<file path="src/rtl/ps2rx_pkg.sv">
package ps2rx_pkg;

   typedef enum logic [1:0] {
      ST_IDLE = 2'd0,
      ST_DATA = 2'd1,
      ST_PAR  = 2'd2,
      ST_STOP = 2'd3
   } rx_step_t;

   // expected parity bit: high when the data word holds an even count of ones
   function automatic logic odd_par_bit(input logic [63:0] word, input int unsigned width);
      logic acc;
      acc = 1'b1;
      for (int unsigned i = 0; i < 64; i++) begin
         if (i < width) acc = acc ^ word[i];
      end
      return acc;
   endfunction

endpackage

</file>
<file path="src/rtl/ps2rx_sync.sv">
module ps2rx_sync #(
   parameter int unsigned STAGES   = 2,
   parameter logic        RST_VAL  = 1'b1
) (
   input  logic clk,
   input  logic rst_n,
   input  logic async_in,
   output logic sync_out
);

   generate
      if (STAGES < 2) begin : g_bad_stages
         $error("ps2rx_sync: STAGES must be at least 2");
      end
   endgenerate

   logic [STAGES-1:0] chain;

   generate
      for (genvar s = 0; s < STAGES; s++) begin : g_stage
         if (s == 0) begin : g_first
            always_ff @(posedge clk) begin
               if (!rst_n) chain[0] <= RST_VAL;
               else        chain[0] <= async_in;
            end
         end else begin : g_next
            always_ff @(posedge clk) begin
               if (!rst_n) chain[s] <= RST_VAL;
               else        chain[s] <= chain[s-1];
            end
         end
      end
   endgenerate

   assign sync_out = chain[STAGES-1];

endmodule

</file>
<file path="src/rtl/ps2rx_fall_det.sv">
module ps2rx_fall_det (
   input  logic clk,
   input  logic rst_n,
   input  logic level_in,
   output logic fall
);

   logic level_q;

   always_ff @(posedge clk) begin
      if (!rst_n) level_q <= 1'b1;
      else        level_q <= level_in;
   end

   assign fall = level_q & ~level_in;

   // a falling edge needs a high sample before it, so two in a row cannot occur
   assert_fall_single_R2: assert property (@(posedge clk) disable iff (!rst_n)
      fall |=> !fall);

endmodule

</file>
<file path="src/rtl/ps2rx_idle_timer.sv">
module ps2rx_idle_timer #(
   parameter int unsigned LIMIT = 5000
) (
   input  logic clk,
   input  logic rst_n,
   input  logic restart,
   output logic expired
);

   generate
      if (LIMIT < 2) begin : g_bad_limit
         $error("ps2rx_idle_timer: LIMIT must be at least 2");
      end
   endgenerate

   localparam int unsigned TW = $clog2(LIMIT + 1);

   logic [TW-1:0] cnt;

   always_ff @(posedge clk) begin
      if (!rst_n)                cnt <= '0;
      else if (restart)          cnt <= '0;
      else if (cnt != TW'(LIMIT)) cnt <= cnt + 1'b1;
   end

   assign expired = (cnt == TW'(LIMIT));

   // once expired, the timer stays expired until a bit restarts it
   assert_expired_holds_R6: assert property (@(posedge clk) disable iff (!rst_n)
      (expired && !restart) |=> expired);

   // a restart always clears the expiry in the next cycle
   assert_restart_clears_R6: assert property (@(posedge clk) disable iff (!rst_n)
      restart |=> !expired);

endmodule

</file>
<file path="src/rtl/ps2_frame_rx.sv">
module ps2_frame_rx
   import ps2rx_pkg::*;
#(
   parameter int unsigned DATA_W      = 8,
   parameter int unsigned SYNC_STAGES = 2,
   parameter int unsigned CLK_FREQ_HZ = 50_000_000,
   parameter int unsigned TIMEOUT_US  = 100
) (
   input  logic              clk,
   input  logic              rst_n,
   input  logic              ps2_clk_in,
   input  logic              ps2_dat_in,
   output logic [DATA_W-1:0] rx_byte,
   output logic              rx_valid,
   output logic              parity_err
);

   localparam int unsigned TICKS_PER_US = CLK_FREQ_HZ / 1_000_000;
   localparam int unsigned TO_CYCLES    = TICKS_PER_US * TIMEOUT_US;
   localparam int unsigned CNT_W        = $clog2(DATA_W + 1);
   localparam logic [CNT_W-1:0] LAST_BIT = CNT_W'(DATA_W - 1);

   generate
      if (DATA_W < 2 || DATA_W > 64) begin : g_bad_width
         $error("ps2_frame_rx: DATA_W must be within 2..64");
      end
      if (TICKS_PER_US == 0) begin : g_bad_freq
         $error("ps2_frame_rx: CLK_FREQ_HZ must be at least 1 MHz");
      end
   endgenerate

   // line conditioning
   logic kclk_s, kdat_s, kfall, idle_to;

   ps2rx_sync #(.STAGES(SYNC_STAGES), .RST_VAL(1'b1)) i_sync_clk (
      .clk(clk), .rst_n(rst_n), .async_in(ps2_clk_in), .sync_out(kclk_s));

   ps2rx_sync #(.STAGES(SYNC_STAGES), .RST_VAL(1'b1)) i_sync_dat (
      .clk(clk), .rst_n(rst_n), .async_in(ps2_dat_in), .sync_out(kdat_s));

   ps2rx_fall_det i_fall (
      .clk(clk), .rst_n(rst_n), .level_in(kclk_s), .fall(kfall));

   ps2rx_idle_timer #(.LIMIT(TO_CYCLES)) i_timer (
      .clk(clk), .rst_n(rst_n), .restart(kfall), .expired(idle_to));

   // frame sequencer
   rx_step_t          step;
   logic [CNT_W-1:0]  bit_idx;
   logic [DATA_W-1:0] shreg;
   logic              par_exp;

   always_comb par_exp = odd_par_bit(64'(shreg), DATA_W);

   always_ff @(posedge clk) begin
      if (!rst_n) begin
         step       <= ST_IDLE;
         bit_idx    <= '0;
         shreg      <= '0;
         rx_byte    <= '0;
         rx_valid   <= 1'b0;
         parity_err <= 1'b0;
      end else begin
         rx_valid   <= 1'b0;
         parity_err <= 1'b0;
         if (kfall) begin
            unique case (step)
               ST_IDLE: begin
                  if (!kdat_s) begin
                     step    <= ST_DATA;
                     bit_idx <= '0;
                  end
               end
               ST_DATA: begin
                  shreg   <= {kdat_s, shreg[DATA_W-1:1]};
                  bit_idx <= bit_idx + 1'b1;
                  if (bit_idx == LAST_BIT) step <= ST_PAR;
               end
               ST_PAR: begin
                  if (kdat_s == par_exp) begin
                     step <= ST_STOP;
                  end else begin
                     step       <= ST_IDLE;
                     parity_err <= 1'b1;
                  end
               end
               ST_STOP: begin
                  step <= ST_IDLE;
                  if (kdat_s) begin
                     rx_byte  <= shreg;
                     rx_valid <= 1'b1;
                  end
               end
            endcase
         end else if (idle_to) begin
            step <= ST_IDLE;
         end
      end
   end

   // assertions
   assert_valid_pulse_R2: assert property (@(posedge clk) disable iff (!rst_n)
      rx_valid |=> !rx_valid);

   assert_err_pulse_R3: assert property (@(posedge clk) disable iff (!rst_n)
      parity_err |=> !parity_err);

   assert_err_to_idle_R3: assert property (@(posedge clk) disable iff (!rst_n)
      parity_err |-> step == ST_IDLE);

   assert_timeout_idle_R6: assert property (@(posedge clk) disable iff (!rst_n)
      (idle_to && !kfall) |=> step == ST_IDLE);

   assert_byte_hold_R7: assert property (@(posedge clk) disable iff (!rst_n)
      !rx_valid |-> $stable(rx_byte));

   assert_exclusive_R8: assert property (@(posedge clk) disable iff (!rst_n)
      !(rx_valid && parity_err));

   assert_valid_from_stop_R2: assert property (@(posedge clk) disable iff (!rst_n)
      rx_valid |-> $past(step) == ST_STOP);

endmodule

</file>
<file path="config.mk">
export PLATFORM = sky130hd
export DESIGN_NAME = ps2_frame_rx
export DESIGN_NICKNAME = d
export VERILOG_FILES = /design/src/rtl/ps2rx_pkg.sv /design/src/rtl/ps2rx_sync.sv /design/src/rtl/ps2rx_fall_det.sv /design/src/rtl/ps2rx_idle_timer.sv /design/src/rtl/ps2_frame_rx.sv
export SDC_FILE = /design/constraint.sdc
export NUM_CORES = 1
export LEC_CHECK = 0
export BUFFER_PORTS_ARGS = -buffer_cell sky130_fd_sc_hd__buf_2
export CAP_MARGIN = 20
export CORE_AREA = 2 2 75 62
export DETAILED_ROUTE_END_ITERATION = 7
export DIE_AREA = 0 0 77 64
export SETUP_SLACK_MARGIN = 0.4
export SLEW_MARGIN = 20
export SYNTH_ARGS = -nofsm -noshare
export SYNTH_HDL_FRONTEND = slang
export SYNTH_SLANG_ARGS = --single-unit
</file>
<file path="constraint.sdc">
create_clock -name clk -period 1.65 [get_ports clk]
set_input_delay 0.165 -clock clk [delete_from_list [all_inputs] [get_ports clk]]
set_output_delay 0.165 -clock clk [all_outputs]
set_load 0.02 [all_outputs]
</file>
==> run summary <==
# fillers -> 387
Drt first-iter violations -> 97
#FFs+latches synth -> 42
I/O pins -> 14
Max Buffers Root-to-Sink -> 2
Clock Sinks -> 42
FFs w/ async S/R, synth -> 0%
Initial antenna violation count -> 0
Post-synthesis instance area -> 1830 um2
Synth Area in Adders -> 2.06%
Synth Flop Type -> dfxtp_1
Post-layout min period -> 1.44 ns
# Max-Cap Violations -> 0
H-tree depth -> 2
Skew final -> 0.0105 ns
HP Class -> primary input to flip-flop
Final setup violation count -> 0
Dpl hpwl -> 2.35 mm
Leak -> 0.921 nW
Gr usage total -> 16.2%
Ys Warns -> 0
DP Worst Slack -> 0.183 ns
Hold Buf Count CTS -> 0
Compound-Gate Fraction of Synth Area -> 8.70%
Pint -> 1.40 mW
Endpoints failing hold -> 0
Die ar. -> 4930 um2
Post-synthesis sequential area ratio -> 46.1%
Flop pwr share -> 57.4%
Die height -> 64 um
Post-synth EDFFs -> 0
Initial Util -> 44.0%
Wirelength per Cell -> 14.0 um
Synth area leaders -> dfxtp_1 (46%), mux2i_1 (4.9%), nand2_1 (4.5%)
Pwr/cell area -> 782 nW/um2
Synth Area in Simple Gates -> 26.1%
Relative slew margins -> 70.8%
Gp weighted congestion -> 0.802
Ant diodes -> 0
Root Driver -> clkbuf_8
Die Wd -> 77 um
Type of the worst setup path -> flip-flop to flip-flop
Max Freq -> 696 MHz
Worst-margin pin slew -> 0.437 ns
Clock latency on the worst-skew pair -> 0.29 ns
Drt total wl -> 3.94 mm
CP Data Arrival Time -> 1.62 ns
PortBufs -> 13
Layout cells sized above 1 -> 34.7%
Largest family of logic cells by synthesized area -> simple AND/OR/NAND/NOR gates
DR vias -> 1474
Clock Power Share -> 37.3%
CP Launch Type -> flip-flop
Area leader, netlist -> dfxtp_1
Clock buffers created by TritonCTS -> 5
Cell variety after synth -> 41
CORE AREA -> 4150 um2
Area share of xor/xnor cells in the synthesized design -> 9.25%
Congestion Overflow GR -> 0
Combinational share of power -> 5.3%
Critical Path RT -> 1.84 ns
Crit path buf inv count -> 0
Crit path max fanout -> 4
Mux share of post-synthesis cell area -> 4.93%
Power, Total -> 1.81 mW
RSZ-0062 raised after global routing -> true
Clk slew on worst S/H paths -> 0.08 ns
Vias in the first global route -> 1352
CP max stage delay -> 0.45 ns
Post-Synthesis Cells -> 196
Setup TNS -> 0 ns
Mapped Nets -> 203
Peak supply drop -> 0.495 mV
Layout Nets -> 231
Switching Fraction -> 22.4%
Count leader, synth -> dfxtp_1
Post-synth top cells -> dfxtp_1 (42), nand2_1 (22), nor2_1 (22)
Status -> complete, no violations
Vias per inst -> 5.23
Crit-path slowest cell -> xnor3_1
Pin count of the biggest net entering global routing -> 21
Final ANT Viol Nets -> 0
Top cell type's share of synthesized area -> 46.1%
Final WS setup -> 0.214 ns
First-pass GRT wire length -> 6.34 mm
Rows -> 21
Fin crit share -> 87.0%
Slew Limit Fails -> 0
Syn avg cell area -> 9.31 um2
Synthesis-to-finish area growth -> 26.7%
CP Capture Type -> flip-flop
Crit-path leading delay family -> XOR/XNOR gates
Switch Pwr -> 0.405 mW
CTS tree -> built
DRT Pass-1 Iters -> 5
Detailed-route DRC error count -> 0
Worst path cell trace -> xnor2_1, xnor3_1, xnor2_2, a22o_1
Reg-to-reg slack, setup -> 0.21 ns
==> layout make-up <==
| class | count | area, um2 | area share, % |
|---|---|---|---|
| Clock inverter | 1 | 5.00 | 0.216 |
| Timing Repair Buffer | 29 | 200 | 8.65 |
| Clock buffer | 7 | 86.3 | 3.73 |
| Tap cell | 57 | 71.3 | 3.08 |
| Inverter | 4 | 15.0 | 0.649 |
| Multi-Input combinational cell | 142 | 1060 | 46.0 |
| Sequential cell | 42 | 872 | 37.7 |
==> layout by cell type (no fill, tap or decap), types with 2 or more instances in the layout <==
cell type  instances
and2_1             2
ha_2               2
mux2i_1            9
or3_1              2
nand3_1            4
inv_1              2
xor2_1             9
dfxtp_4            5
a21oi_2            5
buf_4             12
and3_1             3
a21oi_1            9
inv_2              2
nand2_1           22
buf_2             13
dfxtp_2           10
xnor2_2            4
dfxtp_1           27
nand2b_1           7
xnor2_1            2
nand3_2            2
nor2_1            22
nor4_1             2
buf_6              4
and4b_1            2
nor2b_1            2
o21ai_0            3
and4_4             3
clkbuf_8           6
nand4_1            4
==> routing by layer <==
layer | vias to the layer above | track usage [%] | routed length (um)
met4 | 0 | 5.13 | 40
met5 | - | 0 | 0
met1 | 697 | 22.2 | 1950
li1 | 733 | - | -
met2 | 39 | 25.0 | 1740
met3 | 5 | 4.38 | 211
==> flip-flops by register name (all words and copies together) (netlist names) <==
register,count
bit_idx,4
i_fall.level_q,1
i_sync_clk.chain,1
i_sync_clk.sync_out,1
i_sync_dat.chain,1
i_sync_dat.sync_out,1
i_timer.cnt,13
parity_err,1
rx_byte,8
rx_valid,1
shreg,8
step,2
==> final timing paths <==
path                         endpoint           startpoint  depth (start not counted)
hold reg to reg   i_sync_dat.sync_out  i_sync_dat.chain[0]                          1
hold / removal    i_sync_clk.chain[0]           ps2_clk_in                          2
setup reg to reg              step[1]             shreg[3]                          4
setup / recovery              step[1]             shreg[3]                          4
==> power by group through the flow <==
| stage | clock, mW | combinational, mW | sequential [mW] |
|---|---|---|---|
| floorplan | 0 | 0.0478 | 1.06 |
| global placement | 0 | 0.0584 | 1.06 |
| detailed placement | 0 | 0.0608 | 1.07 |
| CTS | 0.685 | 0.0878 | 1.04 |
| global route | 0.746 | 0.107 | 1.04 |
| finish | 0.675 | 0.0965 | 1.04 |
==> logic make-up after synthesis <==
group	count (synthesis)
fa+ha+maj	3
buf+inv	13
flops	42
simple gates	87
mux	9
xor+xnor	16
compound gates	26
==> timing repair <==
item,4_1_cts,5_1_grt
setup buffers,8,4
gates resized for setup,20,22
setup endpoints to repair,36,36
gates cloned,1,1
pin swaps,4,3
==> metrics by stage <==
step	instance area, um2	hold slack [ns]	std cells	util [%]
floorplan	1850	0.266	196	-
global placement	1970	0.344	260	47.3
detailed placement	1970	0.349	260	47.3
CTS	2190	0.0514	277	52.8
global route	2310	0.0506	282	55.7
finish	2310	0.0563	282	55.7
Power figures use the tool's default switching activity.
